===== src/rtl/eep_pkg.sv =====
package eep_pkg;
    typedef enum logic [2:0] {
        S_IDLE = 3'd0,
        S_CTRL = 3'd1,
        S_ADDR = 3'd2,
        S_WDAT = 3'd3,
        S_TX   = 3'd4
    } eep_st_e;
endpackage


===== src/rtl/eep_bus_sense.sv =====
module eep_bus_sense (
    input  logic clk,
    input  logic rst_n,
    input  logic scl_i,
    input  logic sda_i,
    output logic scl_o,
    output logic sda_o,
    output logic start_o,
    output logic stop_o,
    output logic rise_o,
    output logic fall_o
);
    // [0],[1] synchronise, [2] holds the previous settled sample
    logic [2:0] scl_q, sda_q;

    always_ff @(posedge clk or negedge rst_n) begin
        if (!rst_n) begin
            scl_q <= '1;
            sda_q <= '1;
        end else begin
            scl_q <= {scl_q[1:0], scl_i};
            sda_q <= {sda_q[1:0], sda_i};
        end
    end

    assign scl_o   = scl_q[1];
    assign sda_o   = sda_q[1];
    assign start_o = scl_q[1] & scl_q[2] & sda_q[2] & ~sda_q[1];
    assign stop_o  = scl_q[1] & scl_q[2] & ~sda_q[2] & sda_q[1];
    assign rise_o  = scl_q[1] & ~scl_q[2];
    assign fall_o  = ~scl_q[1] & scl_q[2];
endmodule


===== src/rtl/eep_page_buf.sv =====
module eep_page_buf #(
    parameter int PAGE_BYTES = 8
) (
    input  logic                          clk,
    input  logic                          rst_n,
    input  logic                          clr_i,
    input  logic                          wr_i,
    input  logic [$clog2(PAGE_BYTES)-1:0] idx_i,
    input  logic [7:0]                    byte_i,
    output logic [PAGE_BYTES*8-1:0]       data_o,
    output logic [PAGE_BYTES-1:0]         mask_o
);
    for (genvar g = 0; g < PAGE_BYTES; g++) begin : g_slot
        logic [7:0] slot_q;
        logic       vld_q;
        always_ff @(posedge clk or negedge rst_n) begin
            if (!rst_n) begin
                slot_q <= '0;
                vld_q  <= 1'b0;
            end else begin
                if (wr_i && idx_i == g) slot_q <= byte_i;
                if (clr_i)                     vld_q <= 1'b0;
                else if (wr_i && idx_i == g)   vld_q <= 1'b1;
            end
        end
        assign data_o[g*8 +: 8] = slot_q;
        assign mask_o[g]        = vld_q;
    end

    // a written slot is marked, whatever it held before
    a_r5_slot_marked: assert property (@(posedge clk) disable iff (!rst_n)
        (wr_i && !clr_i) |=> mask_o[$past(idx_i)]);
    // a clear empties the whole buffer
    a_r6_buffer_cleared: assert property (@(posedge clk) disable iff (!rst_n)
        clr_i |=> (mask_o == '0));
endmodule


===== src/rtl/eep_array.sv =====
module eep_array #(
    parameter int MEM_DEPTH  = 128,
    parameter int PAGE_BYTES = 8
) (
    input  logic                                            clk,
    input  logic                                            rst_n,
    input  logic                                            wr_i,
    input  logic [$clog2(MEM_DEPTH)-$clog2(PAGE_BYTES)-1:0] page_i,
    input  logic [PAGE_BYTES*8-1:0]                         data_i,
    input  logic [PAGE_BYTES-1:0]                           mask_i,
    input  logic [$clog2(MEM_DEPTH)-1:0]                    raddr_i,
    output logic [7:0]                                      rdata_o
);
    localparam int OW = $clog2(PAGE_BYTES);

    logic [7:0] mem_q [MEM_DEPTH];

    always_ff @(posedge clk or negedge rst_n) begin
        if (!rst_n) begin
            for (int i = 0; i < MEM_DEPTH; i++) mem_q[i] <= '0;
        end else if (wr_i) begin
            for (int j = 0; j < PAGE_BYTES; j++)
                if (mask_i[j]) mem_q[{page_i, OW'(j)}] <= data_i[j*8 +: 8];
        end
    end

    assign rdata_o = mem_q[raddr_i];
endmodule


===== src/rtl/i2c_page_eeprom.sv =====
module i2c_page_eeprom #(
    parameter int         MEM_DEPTH  = 128,
    parameter int         PAGE_BYTES = 8,
    parameter int         WR_CYCLES  = 5000,
    parameter logic [6:0] DEV_ID     = 7'b1010000
) (
    input  logic clk,
    input  logic rst_n,
    input  logic scl_i,
    input  logic sda_i,
    input  logic wen_i,
    output logic sda_pull_o
);
    import eep_pkg::*;

    localparam int AW = $clog2(MEM_DEPTH);
    localparam int OW = $clog2(PAGE_BYTES);
    localparam int PW = AW - OW;
    localparam int CW = $clog2(WR_CYCLES + 1);

    typedef struct packed {
        eep_st_e       st;
        logic [3:0]    bcnt;   // 0..7 bits, 8 = byte done, 9 = ack slot
        logic [7:0]    sh;
        logic          drv;
        logic          rd;
        logic [AW-1:0] ptr;
        logic          wbad;
        logic [CW-1:0] busy;
        logic [PW-1:0] wpage;
    } regs_t;

    regs_t r_q, r_d;

    logic scl_s, sda_s, start, stop, rise, fall;
    logic pb_clr, pb_wr, commit, busy;
    logic [PAGE_BYTES*8-1:0] pb_data;
    logic [PAGE_BYTES-1:0]   pb_mask;
    logic [7:0]              rdata;

    eep_bus_sense u_sense (
        .clk(clk), .rst_n(rst_n), .scl_i(scl_i), .sda_i(sda_i),
        .scl_o(scl_s), .sda_o(sda_s), .start_o(start), .stop_o(stop),
        .rise_o(rise), .fall_o(fall)
    );

    eep_page_buf #(.PAGE_BYTES(PAGE_BYTES)) u_buf (
        .clk(clk), .rst_n(rst_n), .clr_i(pb_clr), .wr_i(pb_wr),
        .idx_i(r_q.ptr[OW-1:0]), .byte_i(r_q.sh),
        .data_o(pb_data), .mask_o(pb_mask)
    );

    eep_array #(.MEM_DEPTH(MEM_DEPTH), .PAGE_BYTES(PAGE_BYTES)) u_mem (
        .clk(clk), .rst_n(rst_n), .wr_i(commit), .page_i(r_q.wpage),
        .data_i(pb_data), .mask_i(pb_mask), .raddr_i(r_q.ptr), .rdata_o(rdata)
    );

    assign busy = (r_q.busy != '0);

    always_comb begin
        r_d    = r_q;
        pb_clr = 1'b0;
        pb_wr  = 1'b0;
        commit = 1'b0;

        if (busy) begin
            r_d.busy = r_q.busy - 1'b1;
            if (r_q.busy == CW'(1)) begin
                commit = 1'b1;
                pb_clr = 1'b1;
            end
        end

        if (!wen_i && (r_q.st == S_CTRL || r_q.st == S_ADDR || r_q.st == S_WDAT))
            r_d.wbad = 1'b1;

        if (start) begin
            r_d.st   = S_CTRL;
            r_d.bcnt = 4'd0;
            r_d.drv  = 1'b0;
            r_d.wbad = !wen_i;
        end else if (stop) begin
            if (r_q.st == S_WDAT && pb_mask != '0 && !r_q.wbad && !busy) begin
                r_d.busy  = CW'(WR_CYCLES);
                r_d.wpage = r_q.ptr[AW-1:OW];
            end
            r_d.st  = S_IDLE;
            r_d.drv = 1'b0;
        end else begin
            case (r_q.st)
                S_CTRL, S_ADDR, S_WDAT: begin
                    if (rise && r_q.bcnt < 4'd8) begin
                        r_d.sh   = {r_q.sh[6:0], sda_s};
                        r_d.bcnt = r_q.bcnt + 4'd1;
                    end else if (fall && r_q.bcnt == 4'd8) begin
                        r_d.bcnt = 4'd9;
                        r_d.drv  = 1'b1;
                        if (r_q.st == S_CTRL) begin
                            if (r_q.sh[7:1] != DEV_ID || busy) begin
                                r_d.st  = S_IDLE;
                                r_d.drv = 1'b0;
                            end else begin
                                r_d.rd = r_q.sh[0];
                            end
                        end else if (r_q.st == S_ADDR) begin
                            r_d.ptr = r_q.sh[AW-1:0];
                            pb_clr  = 1'b1;
                        end else begin
                            pb_wr   = 1'b1;
                            r_d.ptr = {r_q.ptr[AW-1:OW], r_q.ptr[OW-1:0] + 1'b1};
                        end
                    end else if (fall && r_q.bcnt == 4'd9) begin
                        r_d.bcnt = 4'd0;
                        r_d.drv  = 1'b0;
                        if (r_q.st == S_CTRL) begin
                            if (r_q.rd) begin
                                r_d.st  = S_TX;
                                r_d.sh  = rdata;
                                r_d.drv = ~rdata[7];
                                r_d.ptr = r_q.ptr + 1'b1;
                            end else begin
                                r_d.st = S_ADDR;
                            end
                        end else if (r_q.st == S_ADDR) begin
                            r_d.st = S_WDAT;
                        end
                    end
                end
                S_TX: begin
                    if (rise && r_q.bcnt < 4'd8) begin
                        r_d.bcnt = r_q.bcnt + 4'd1;
                    end else if (fall && r_q.bcnt != 4'd0 && r_q.bcnt < 4'd8) begin
                        r_d.sh  = {r_q.sh[6:0], 1'b0};
                        r_d.drv = ~r_q.sh[6];
                    end else if (fall && r_q.bcnt == 4'd8) begin
                        r_d.drv = 1'b0;
                    end else if (rise && r_q.bcnt == 4'd8) begin
                        if (!sda_s) begin
                            r_d.sh   = rdata;
                            r_d.ptr  = r_q.ptr + 1'b1;
                            r_d.bcnt = 4'd9;
                        end else begin
                            r_d.st = S_IDLE;
                        end
                    end else if (fall && r_q.bcnt == 4'd9) begin
                        r_d.bcnt = 4'd0;
                        r_d.drv  = ~r_q.sh[7];
                    end
                end
                default: ;
            endcase
        end
    end

    always_ff @(posedge clk or negedge rst_n) begin
        if (!rst_n) r_q <= '0;   // S_IDLE, pointer 0, not busy
        else        r_q <= r_d;
    end

    assign sda_pull_o = r_q.drv;

    // silent for the whole internal cycle
    a_r6_silent_busy: assert property (@(posedge clk) disable iff (!rst_n)
        (r_q.busy != '0) |-> !r_q.drv);
    // a start always resynchronises to a fresh control byte
    a_r2_start_resync: assert property (@(posedge clk) disable iff (!rst_n)
        start |=> (r_q.st == S_CTRL && r_q.bcnt == 4'd0));
    // page bits stay fixed during a data phase
    a_r4_page_fixed: assert property (@(posedge clk) disable iff (!rst_n)
        (r_q.st == S_WDAT) |=> (r_q.st != S_WDAT || $stable(r_q.ptr[AW-1:OW])));
    // drive is only asserted while SCL is low
    a_r12_drive_scl_low: assert property (@(posedge clk) disable iff (!rst_n)
        $rose(r_q.drv) |-> !scl_s);
    // a blocked write never starts a cycle
    a_r7_blocked_no_cycle: assert property (@(posedge clk) disable iff (!rst_n)
        (stop && r_q.wbad && r_q.busy == '0) |=> (r_q.busy == '0));
    // a stop with an empty buffer never starts a cycle
    a_r11_empty_no_cycle: assert property (@(posedge clk) disable iff (!rst_n)
        (stop && pb_mask == '0 && r_q.busy == '0) |=> (r_q.busy == '0));
endmodule


===== config.mk =====
export PLATFORM = sky130hd
export DESIGN_NAME = i2c_page_eeprom
export DESIGN_NICKNAME = d
export VERILOG_FILES = /design/src/rtl/eep_pkg.sv /design/src/rtl/eep_bus_sense.sv /design/src/rtl/eep_page_buf.sv /design/src/rtl/eep_array.sv /design/src/rtl/i2c_page_eeprom.sv
export SDC_FILE = /design/constraint.sdc
export NUM_CORES = 2
export LEC_CHECK = 0
export BUFFER_PORTS_ARGS = -buffer_cell sky130_fd_sc_hd__buf_2
export CAP_MARGIN = 5
export CORE_MARGIN = 5
export CORE_UTILIZATION = 58
export DETAILED_ROUTE_END_ITERATION = 10
export MAX_ROUTING_LAYER = met4
export PLACE_DENSITY = 0.88
export SYNTH_ARGS = -nofsm -noshare
export SYNTH_HDL_FRONTEND = slang
export SYNTH_HIERARCHICAL = 1
export SYNTH_SLANG_ARGS = --single-unit

===== constraint.sdc =====
create_clock -name clk -period 3.3 [get_ports clk]
set_input_delay 0.495 -clock clk [delete_from_list [all_inputs] [get_ports clk]]
set_output_delay 0.495 -clock clk [all_outputs]
set_load 0.05 [all_outputs]

Word level (Yosys, flattened, before mapping)
Index checks and enable logic that the tools add are counted.

Flip-flop bits (word level): 1144. Logic and storage cells: 454.

Add/subtract/negate cells: 4. Order comparisons: 18. Eq/ne operators: 53. Multiplexer cells: 140. Bitwise operators: 26. Reduce and logical (&&, ||, !) cells: 57.

Operators with widths (number): 1024-bit 2-to-1 mux (15); 1024-bit bitwise mux (8); 8-bit demux with 7-bit select (8); 7-bit 2-to-1 mux (14); 8-bit 2-to-1 mux (12); 8-bit >= comparator (second input constant) (9); 7-bit NOT with 8-bit output (9); 8-bit by 1-bit < comparator with 1-bit output (second input constant) (8); 5-bit inequality test (second input constant) (12); 8-bit binary-select mux with 7-bit select (1); 17-bit 2-to-1 mux (3); 16-bit 2-to-1 mux (3); 15-bit 2-to-1 mux (3); 9-bit 2-to-1 mux (5); 1-bit 2-to-1 mux (43); 12-bit 2-to-1 mux (3); 16-bit case mux with 2 select lines (1); 3-bit 2-to-1 mux (10); 6-bit inequality test (second input constant) (5); 4-bit inequality test (second input constant) (7); 1-bit logical AND (26); 11-bit AND reduction (2); 2-bit nonzero test (10); 3-bit inequality test (second input constant) (6); other kinds (32) (75).

Logic depth before layout (Yosys ltp)
Word-level depth: 28. Depth in mapped cells: 11. Gate-level depth less buffers: 8.

Hierarchy
Netlist, hierarchy kept.

Modules (own cells, without submodules): eep_array (instances 1, cells an instance 2710, area each 46133.0 µm², sequential area each 25624.6 µm²); eep_page_buf (instances 1, cells an instance 177, area each 2825.2 µm², sequential area each 1801.7 µm²); i2c_page_eeprom (instances 1, cells an instance 276, area each 2656.3 µm², sequential area each 1051.0 µm²); eep_bus_sense (instances 1, cells an instance 10, area each 192.7 µm², sequential area each 157.7 µm²).

Least setup slack after synthesis
OpenSTA, ideal clock, no wires.

Path kind: flip-flop to flip-flop. From: register r_q[18] (netlist bit). To: register r_q, in the netlist sda_pull_o. Data arrival time: 3.354 ns. Required time: 3.205 ns. Setup slack: -0.149 ns. Cell stages (with the launch flop): 11. Path buffers: 2. Path through: dfrtp_1 -> clkbuf_1 -> buf_1 -> mux4_2 -> mux4_2 -> mux4_2 -> mux2_2 -> o21ai_0 -> and3_1 -> o32ai_1 -> o31ai_1.

Word-level cells in the longest chain between the ends: 15.

Ends and longest elaborated chain: from (decl) (line i2c_page_eeprom.sv:33) `regs_t r_q, r_d;`; from (signal assigned) (line i2c_page_eeprom.sv:157) `else r_q <= r_d;`; 7-bit NOT with 8-bit output (not written as such) (line eep_array.sv:27) `assign rdata_o = mem_q[raddr_i];`; 8-bit binary-select mux with 7-bit select (line eep_array.sv:27); 8-bit 2-to-1 mux (not written as such) (2 in series) (line eep_array.sv:27); via rdata[7] (line i2c_page_eeprom.sv:39) `logic [7:0] rdata;`; 1-bit NOT (line i2c_page_eeprom.sv:119) `r_d.drv = ~rdata[7];`; 9-bit 2-to-1 mux (line i2c_page_eeprom.sv:116) `if (r_q.rd) begin`; 9-bit 2-to-1 mux (line i2c_page_eeprom.sv:115) `if (r_q.st == S_CTRL) begin`; 16-bit 2-to-1 mux (line i2c_page_eeprom.sv:112) `end else if (fall && r_q.bcnt == 4'd9) begin`; 16-bit 2-to-1 mux (line i2c_page_eeprom.sv:82) `end else if (stop) begin`; 16-bit 2-to-1 mux (line i2c_page_eeprom.sv:77) `if (start) begin`; 1-bit 2-to-1 mux (line i2c_page_eeprom.sv:95) `end else if (fall && r_q.bcnt == 4'd8) begin`; 9-bit 2-to-1 mux (line i2c_page_eeprom.sv:92) `if (rise && r_q.bcnt < 4'd8) begin`; 16-bit case mux with 2 select lines (line i2c_page_eeprom.sv:90) `case (r_q.st)`; 1-bit 2-to-1 mux (line i2c_page_eeprom.sv:82); 1-bit 2-to-1 mux (line i2c_page_eeprom.sv:77).

The timed path passes the listed nets, and every way through them passes these cells. The select of a mux whose other input is x is not followed. A chain may end at the register's enable or synchronous reset.

Worst setup path after layout
Ends and elaborated chain as after synthesis.

==> summary.txt <==
Logic synthesis
  • Cells after synthesis: 3173
  • Syn. warnings: 6
  • Synth Cell Area: 0.0518 mm2
  • Sequential area share after synthesis: 55.3%
  • Yosys reg bits: 1144
  • Post-synth EDFFs: 0
  • Syn nets: 3184
  • Average size of a mapped cell: 16.3 um2
  • Area contributors post-synth: dfrtp_1 (55%), mux2_2 (24%), mux4_2 (15%), nor2_1 (1.0%), clkbuf_1 (0.88%)
  • Distinct cell type count after synthesis: 70
  • Synth top area share: 55.0%
  • Yosys top cell by area: dfrtp_1
  • Share of synthesized flip-flops with an asynchronous set or reset: 100%
  • Main synth FF type: dfrtp_1

Clock tree
  • Reg clk slew, reported paths: 0.07 ns
  • CTS tree: done
  • CTS Buf Count: 109
  • CTS Root Cell: clkbuf_16
  • CTS max path bufs: 3
  • Worst skew pair latency: 0.70 ns
  • Clock sink count: 1144
  • H-tree depth: 3

Status
  • Status: finished with violations
  • Failing checks: negative setup slack

Layout
  • Share of layout cells above drive strength 1: 56.1%
  • Post-Layout Inst Area: 0.0598 mm2
  • Commonest cells after routing, fill and taps aside: dfrtp_1 (1134), mux2_2 (1088), mux4_2 (336)
  • Layout area overhead: 15.4%
  • Fillers: 5358
  • Final #Nets: 3440
  • Commonest non-fill, non-tap cell in the layout: dfrtp_1

Route
  • Number of routed nets with antenna violations: 0
  • Initial DRC count: 4759
  • DRC: 0
  • Via density: 7.27
  • Final WL: 173000 um
  • Drt pass-1 iters: 8
  • Via count: 34200
  • Drt wl/cell: 36.8 um

Die
  • Die width: 309 um
  • Die area: 0.0954 mm2
  • Core area: 0.0885 mm2
  • Die Y: 309 um
  • Num rows: 109
  • Initial Utilization: 58.5%
  • IO Pins: 6

Timing
  • PnR worst setup slack: -0.388 ns
  • Final setup fails: 9
  • RSZ-0062 raised after global routing: true
  • Tcrit/Tclk final: 112%
  • Final Hold Fails: 0
  • Slew headroom: 5.84%
  • Max Freq: 0.271 GHz
  • Final min period: 3.69 ns
  • Worst Tran Pin Value: 1.41 ns
  • Max-slew violation count: 0
  • Clock skew: 0.0340 ns

Worst setup path
  • CP Class: reg -> reg
  • WP data arrival: 4.28 ns
  • Crit path launch type: register
  • WP data required: 3.89 ns
  • CP max FO: 6
  • Worst setup EP type: register

Placed design
  • GPL Wtd Cong: 0.997
  • Post-place setup slack: -0.262 ns
  • IO Port Bufs: 5
  • Dpl cell area: 0.0553 mm2
  • Hpwl dp: 106000 um

Job
  • Max_cap viols: 0

Global route
  • Total GRT Usage: 37.0%
  • Number of global-route vias before repair: 35700
  • Largest net degree at the start of global routing: 110
  • Initial antenna violation count: 15
  • Total gr overflow: 0
  • First-pass GRT wire length: 247000 um

Pwr
  • PwrDens: 541 mW/mm2
  • Peak VDD IR: 0.424 mV
  • Leakage: 0.0282 uW

Min path
  • Hold WC Path Type: reg -> reg
[synth_stat cells, drive strengths merged, types with 3 or more instances]
library cell  number
nor2             139
buf               65
inv               16
nand3b             4
nand4             15
a211oi             3
nand4bb            4
nand4b             5
a22o               7
ha                 6
nand2             29
nor3b              6
dfrtp           1138
nand2b             6
and4b              3
nor3               8
nor2b             11
mux4             336
nand3             16
o31ai              8
dfstp              6
or4                4
and3               3
mux2i              4
o21ai             18
nor4               7
a21o               4
a21oi             22
o32ai              4
or3                4
clkbuf           122
xor2               4
mux2            1112
or2                5
[layout make-up]
type	instances	area (um2)	area share, %
clock buffer	165	3290	5.51
clock inverter	38	422	0.705
antenna	19	47.5	0.0795
timing repair buffer	332	3520	5.89
sequential	1144	28600	47.9
tap	1165	1460	2.44
inverter	16	60.1	0.100
multi-input combinational	1826	22300	37.4
[metrics by stage]
stage | power, uW | cells | hold WS [ns] | util, % | TNS [ns]
global route | 33200 | 4700 | 0.363 | 67.5 | -2.53
finish | 32300 | 4705 | 0.360 | 67.5 | -2.50
detailed placement | 18600 | 4450 | 0.348 | 62.5 | -1.97
CTS | 31900 | 4670 | 0.358 | 67.1 | -1.73
floorplan | 17100 | 3173 | 0.199 | - | 0
global placement | 18600 | 4450 | 0.350 | 62.5 | -2.04
[worst max-delay path, stage by stage, from the launching register on]
cell and delay, ns:
dfrtp_4 0.51, buf_12 0.16, buf_12 0.14, clkbuf_16 0.16, mux4_2 0.55, mux4_2 0.52, mux4_2 0.60, mux2_4 0.33
o21ai_2 0.14, and3_1 0.17, o32ai_1 0.08, o31ai_1 0.22
[flip-flops by register name, indices dropped and copies added, names as in the netlist]
| name | flops |
|---|---|
| r_q | 41 |
| sda_pull_o | 1 |
| u_mem/mem_q | 1024 |
| u_sense/scl_q | 3 |
| u_buf/g_slot.slot_q | 64 |
| u_buf/g_slot.vld_q | 8 |
| u_sense/sda_q | 3 |
[timing repair]
action,CTS,global route
endpoints found under the setup margin,9,9
cloned,4,7
setup buffers,9,10
pin swaps,1,1
gates resized for setup,26,20
hold endpoints to repair,50,0
hold buffers,4,0
[power by group]
part	leakage [uW]	switching (uW)	internal, uW
combinational	0.0104	2340	2490
clock	0.00182	5580	7440
sequential	0.0159	325	14200
total	0.0282	8240	24100
[path summary, 6_finish.rpt]
| path | from | end | depth (start not counted) | slack, ns |
|---|---|---|---|---|
| min in group asynchronous | rst_n | u_buf/g_slot[0].slot_q[5] | 2 | 0.38 |
| setup / recovery | r_q[18] | sda_pull_o | 11 | -0.39 |
| hold / removal | u_sense/scl_q[0] | u_sense/scl_q[1] | 0 | 0.36 |
| max in group asynchronous | rst_n | u_mem/mem_q[114] | 4 | 1.74 |
| setup reg to reg | r_q[18] | sda_pull_o | 11 | -0.39 |
| hold reg to reg | u_sense/scl_q[0] | u_sense/scl_q[1] | 0 | 0.36 |
[per-layer routing]
metal / up-vias / global-route usage (%) / part of all wire, %
met2: 2819 / 54.0 / 45
met1: 17800 / 44.0 / 33
met4: 0 / 27.9 / 10
met3: 985 / 10.5 / 12
met5: - / - / 0
li1: 12600 / - / -
[kinds of logic after synthesis]
group	count (synthesis)	synth area share (%)
compound gates	87	1.17
xor+xnor	6	0.101
fa+ha+maj	6	0.145
buf+inv	203	1.73
flops	1144	55.3
mux	1452	38.9
simple gates	275	2.66
Note: power is estimated with default switching activity, not from simulation.
